**config.mk**
```make
export PLATFORM = sky130hd
export DESIGN_NAME = hdlc_tx
export DESIGN_NICKNAME = d
export VERILOG_FILES = /design/src/rtl/hdlc_pkg.sv /design/src/rtl/hdlc_crc.sv /design/src/rtl/hdlc_zero_ins.sv /design/src/rtl/hdlc_tx.sv
export SDC_FILE = /design/constraint.sdc
export NUM_CORES = 1
export LEC_CHECK = 0
export BUFFER_PORTS_ARGS = -buffer_cell sky130_fd_sc_hd__buf_2
export CELL_PAD_IN_SITES_DETAIL_PLACEMENT = 0
export CELL_PAD_IN_SITES_GLOBAL_PLACEMENT = 1
export CORE_MARGIN = 10
export CORE_UTILIZATION = 40
export CTS_CLUSTER_DIAMETER = 30
export DETAILED_ROUTE_END_ITERATION = 8
export HOLD_SLACK_MARGIN = 0.02
export PLACE_DENSITY_LB_ADDON = 0.1
export SYNTH_ARGS = -nofsm -noshare
export SYNTH_HDL_FRONTEND = slang
export SYNTH_SLANG_ARGS = --single-unit
```
**constraint.sdc**
```tcl
create_clock -name clk -period 2.1 [get_ports clk]
set_input_delay 0.21 -clock clk [delete_from_list [all_inputs] [get_ports clk]]
set_output_delay 0.21 -clock clk [all_outputs]
set_load 0.1 [all_outputs]
```
**src/rtl/hdlc_pkg.sv**
```systemverilog
package hdlc_pkg;

    localparam int          CRC_W    = 16;
    localparam int          FLAG_W   = 8;
    localparam logic [7:0]  FLAG_PAT = 8'h7E;
    localparam logic [15:0] CRC_REV  = 16'h8408;   // reflected x^16+x^12+x^5+1
    localparam logic [15:0] CRC_INIT = 16'hFFFF;

    typedef enum logic [1:0] {
        ST_FLAG  = 2'd0,
        ST_DATA  = 2'd1,
        ST_CRC   = 2'd2,
        ST_ABORT = 2'd3
    } tx_state_e;

    function automatic logic [CRC_W-1:0] crc_bit_step(input logic [CRC_W-1:0] c,
                                                      input logic b);
        logic fb;
        fb = c[0] ^ b;
        return (c >> 1) ^ (fb ? CRC_REV : '0);
    endfunction

endpackage

```
**src/rtl/hdlc_crc.sv**
```systemverilog
module hdlc_crc
    import hdlc_pkg::*;
(
    input  logic             clk,
    input  logic             rst,
    input  logic             init,
    input  logic             en,
    input  logic             din,
    output logic [CRC_W-1:0] crc_next
);
    logic [CRC_W-1:0] crc_q;

    assign crc_next = crc_bit_step(crc_q, din);

    always_ff @(posedge clk) begin
        if (rst || init) crc_q <= CRC_INIT;
        else if (en)     crc_q <= crc_next;
    end
endmodule

```
**src/rtl/hdlc_zero_ins.sv**
```systemverilog
module hdlc_zero_ins #(
    parameter int RUN = 5
) (
    input  logic clk,
    input  logic rst,
    input  logic tick,
    input  logic bit_val,
    input  logic counted,
    output logic stuff
);
    localparam int CW = $clog2(RUN + 1);

    logic [CW-1:0] ones_q;

    assign stuff = (ones_q == CW'(RUN));

    always_ff @(posedge clk) begin
        if (rst)                      ones_q <= '0;
        else if (tick) begin
            if (stuff)                ones_q <= '0;
            else if (counted && bit_val) ones_q <= ones_q + 1'b1;
            else                      ones_q <= '0;
        end
    end
endmodule

```
**src/rtl/hdlc_tx.sv**
```systemverilog
module hdlc_tx
    import hdlc_pkg::*;
#(
    parameter int BYTE_W    = 8,
    parameter int STUFF_RUN = 5,
    parameter int ABORT_LEN = 8
) (
    input  logic              clk,
    input  logic              rst,
    input  logic              bit_en,
    input  logic [BYTE_W-1:0] in_data,
    input  logic              in_valid,
    input  logic              in_last,
    output logic              in_ready,
    output logic              line_bit
);
    localparam int SH_W  = CRC_W;
    localparam int CNT_W = $clog2(SH_W);

    tx_state_e        state_q;
    logic [SH_W-1:0]  sh_q;
    logic [CNT_W-1:0] left_q;
    logic             last_q;
    logic             line_q;

    logic             stuff;
    logic             shift_tick;
    logic             word_end;
    logic             content;
    logic             take;
    logic             aborting;
    logic [CRC_W-1:0] crc_next;

    assign content    = (state_q == ST_DATA) || (state_q == ST_CRC);
    assign aborting   = (state_q == ST_ABORT);
    assign shift_tick = bit_en && !stuff;
    assign word_end   = shift_tick && (left_q == '0);
    assign in_ready   = !rst && word_end &&
                        ((state_q == ST_FLAG) || (state_q == ST_DATA && !last_q));
    assign take       = in_ready && in_valid;
    assign line_bit   = line_q;

    hdlc_zero_ins #(.RUN(STUFF_RUN)) u_zins (
        .clk     (clk),
        .rst     (rst),
        .tick    (bit_en),
        .bit_val (sh_q[0]),
        .counted (content),
        .stuff   (stuff)
    );

    hdlc_crc u_crc (
        .clk      (clk),
        .rst      (rst),
        .init     (take && state_q == ST_FLAG),
        .en       (shift_tick && state_q == ST_DATA),
        .din      (sh_q[0]),
        .crc_next (crc_next)
    );

    always_ff @(posedge clk) begin
        if (rst) begin
            state_q <= ST_FLAG;
            sh_q    <= SH_W'(FLAG_PAT);
            left_q  <= CNT_W'(FLAG_W - 1);
            last_q  <= 1'b0;
            line_q  <= 1'b1;
        end else begin
            if (bit_en) line_q <= stuff ? 1'b0 : sh_q[0];
            if (word_end) begin
                unique case (state_q)
                    ST_FLAG: begin
                        if (take) begin
                            state_q <= ST_DATA;
                            sh_q    <= SH_W'(in_data);
                            left_q  <= CNT_W'(BYTE_W - 1);
                            last_q  <= in_last;
                        end else begin
                            sh_q    <= SH_W'(FLAG_PAT);
                            left_q  <= CNT_W'(FLAG_W - 1);
                        end
                    end
                    ST_DATA: begin
                        if (last_q) begin
                            state_q <= ST_CRC;
                            sh_q    <= ~crc_next;
                            left_q  <= CNT_W'(CRC_W - 1);
                        end else if (take) begin
                            sh_q    <= SH_W'(in_data);
                            left_q  <= CNT_W'(BYTE_W - 1);
                            last_q  <= in_last;
                        end else begin
                            state_q <= ST_ABORT;
                            sh_q    <= '1;
                            left_q  <= CNT_W'(ABORT_LEN - 1);
                        end
                    end
                    default: begin
                        state_q <= ST_FLAG;
                        sh_q    <= SH_W'(FLAG_PAT);
                        left_q  <= CNT_W'(FLAG_W - 1);
                        last_q  <= 1'b0;
                    end
                endcase
            end else if (shift_tick) begin
                sh_q   <= sh_q >> 1;
                left_q <= left_q - 1'b1;
            end
        end
    end
endmodule

```
==> flow_summary.ini <==
[place]
post-place-cells = 334
place_hpwl_um = 3640
place_congestion = 0.751
port_buffers = 14
pre_cts_ws_ns = 0.238

[cts]
cts_buffer_depth = 2
root_buffer = clkbuf_8
clk_pin_slew_worst_paths_ns = 0.08
htreeDepth = 2
cts_tree = done
cts.sinks = 43
cts_made_buffers = 5
clk-insertion-delay-late_ns = 0.29
cts_hold_buf = 0

[drt]
avgRoutedWirePerCell_um = 14.5
via_count = 1825
drt-total-wl_um = 4990
drc = 0
dr.first_iter.drc_count = 104
viasPerCell = 5.32
drtAntennaViolNets = 0
first_pass_iters = 5

[global_routing]
first_global_vias = 1757
grt_overflow = 0
grt_pass1_wl_um = 8700
antenna_found_initial = 0
grt_start_max_net_pins = 21
grt.total_usage_pct = 12.1

[timing]
setup_ws_ns = 0.0898
finalClockSkew_ns = 0.00677
finalMaxSlewViolations = 0
final_hold_viol_count = 0
period_share_pct = 95.7
period_minus_slack_ns = 2.01
tightest_slew_ns = 0.577
max_freq_mhz = 497
finalSetupViolations = 0
max_slew_margin_pct = 61.5

[min_path]
holdPathEnd = sh_q[0]
min_path_type = in -> reg
worstHoldPathCells = 3
min_from = in_data[0]

[synthesis]
async_flop_share_pct = 0
netlist_area_um2 = 2170
synthCells = 258
yosysSeqAreaShare_pct = 39.6
synth_flop_cell = dfxtp_1
syn_nets = 278
avgSynthCellArea_um2 = 8.42
synth_edf_count = 0
synth_seq_cells = 43
yosysWarningCount = 0
synth.distinct_cells = 47

[setup_path]
startpoint = state_q[0]
rr_startpoint = left_q[0]
cp-end-kind = output port
crit_path_max_fanout = 14
worstPathArrival_ns = 1.80
crit-reg2reg-capture = sh_q[1]
reg2reg_slack_ns = 0.16
rr_worst_depth = 7
crit_type = reg -> out
required_ns = 1.89
startpoint_type = flop

[floorplanning]
io_pins = 15
core_um2 = 5170
start_util_pct = 42.0
die_h_um = 93.7
placement_rows = 26
die_w_um = 93.7
dieArea_um2 = 8780

[cells_and_area]
layout_common_cells = nand2_1, dfxtp_1, nand3_1
fin_nets = 292
final_common_cell = nand2_1
antenna_cells = 0
drive_above_1_share_pct = 18.7
instances_no_fill = 343
areaGrowthSynthToFinish_pct = 13.2

[flow_run]
max_cap_violations = 0

[power]
power_leakage_nw = 0.980
power-per-cell-area_nw_per_um2 = 618
ir_worst_vdd_mv = 0.276
power.total_w = 0.00152

[run_status]
status = completed
## state kept, by name (all words and copies together), names as in the netlist
name	flops
sh_q	16
u_crc.crc_q	16
left_q	4
u_zins.ones_q	3
state_q	2
last_q	1
line_bit	1
## cells in the mapped netlist, drive strengths merged, types with 2 or more instances
cell type  count  area [um^2]
nor2          18         75.1
nand2         47          176
dfxtp         43          861
nor3           9         45.0
xnor2          2         17.5
a311oi         5         43.8
a21o           2         15.0
buf            8         58.8
nand3         19         95.1
a2111oi        3         70.1
a31oi          4         40.0
a21oi         10         50.1
ha             7         87.6
a21boi         2         18.8
o21a           2         15.0
o21ai         23          115
inv            7         26.3
a221oi         6         52.6
o211ai         2         15.0
a22o           2         17.5
o211a          5         50.1
nor2b          3         18.8
clkbuf         9         33.8
nand2b         4         27.5
## layout make-up
class	count	area, um^2
Clock buffer	5	68.8
Multi-Input combinational cell	191	1230
Tap cell	70	87.6
Clock inverter	3	20.0
Inverter	7	26.3
Sequential cell	43	863
Fill cell	536	2710
Timing Repair Buffer	24	160
## layer usage
metal	GRT usage [%]	share of wire, %	wire, um	up-vias
met5	0	0	0	-
met4	4.05	1.5	73	0
met3	2.48	2.8	139	9
met2	18.2	44	2180	24
met1	16.7	52	2590	847
li1	-	-	-	945
## what timing repair did
action / CTS / global route
gates resized for setup: 1 / 1
buffers inserted: 1 / 0
setup endpoints to repair: 1 / 1
## stage by stage
stage	instance area [um^2]	hold slack, ns	TNS [ns]	util (%)
after floorplan	2200	0.322	-0.288	-
after global placement	2350	0.452	0	45.4
after detailed placement	2350	0.464	0	45.4
after CTS	2450	0.200	0	47.3
after global routing	2460	0.205	-0.00450	47.5
final	2460	0.203	0	47.5
## cells by family (layout without fill, tap and decap cells)
group           count (synthesis)  in the layout  synth area share [%]
buf+inv                        24             39                  5.47
compound gates                 74             74                  26.5
flops                          43             43                  39.6
simple gates                  106            106                  22.7
xor+xnor                        3              3                  1.21
mux                             1              1                 0.461
fa+ha+maj                       7              7                  4.03
## worst max path at each step
stage | endpoint | slack, ns | cells after the start
6_report | in_ready | 0.09 | 6
5_1_grt | in_ready | -0.004 | 6
4_1_cts | in_ready | 0.09 | 5
3_5_place_dp | u_crc.crc_q[3] | 0.24 | 5
3_3_place_gp | sh_q[1] | 0.25 | 5
2_1_floorplan | in_ready | -0.29 | 5
## power breakdown
group / internal, W / switching, W / total, W / leakage, nW
clock network: 0.000232 / 0.000294 / 0.000525 / 0.0402
registers: 0.000840 / 0.0000155 / 0.000855 / 0.351
logic: 0.0000541 / 0.0000853 / 0.000139 / 0.589
## worst max-delay path, stage by stage (launching register included)
cell,delay (ns)
dfxtp_1,0.44
inv_1,0.09
ha_1,0.21
buf_4,0.20
nor2_1,0.31
nor4_4,0.07
buf_12,0.18
Power figures use the tool's default switching activity.
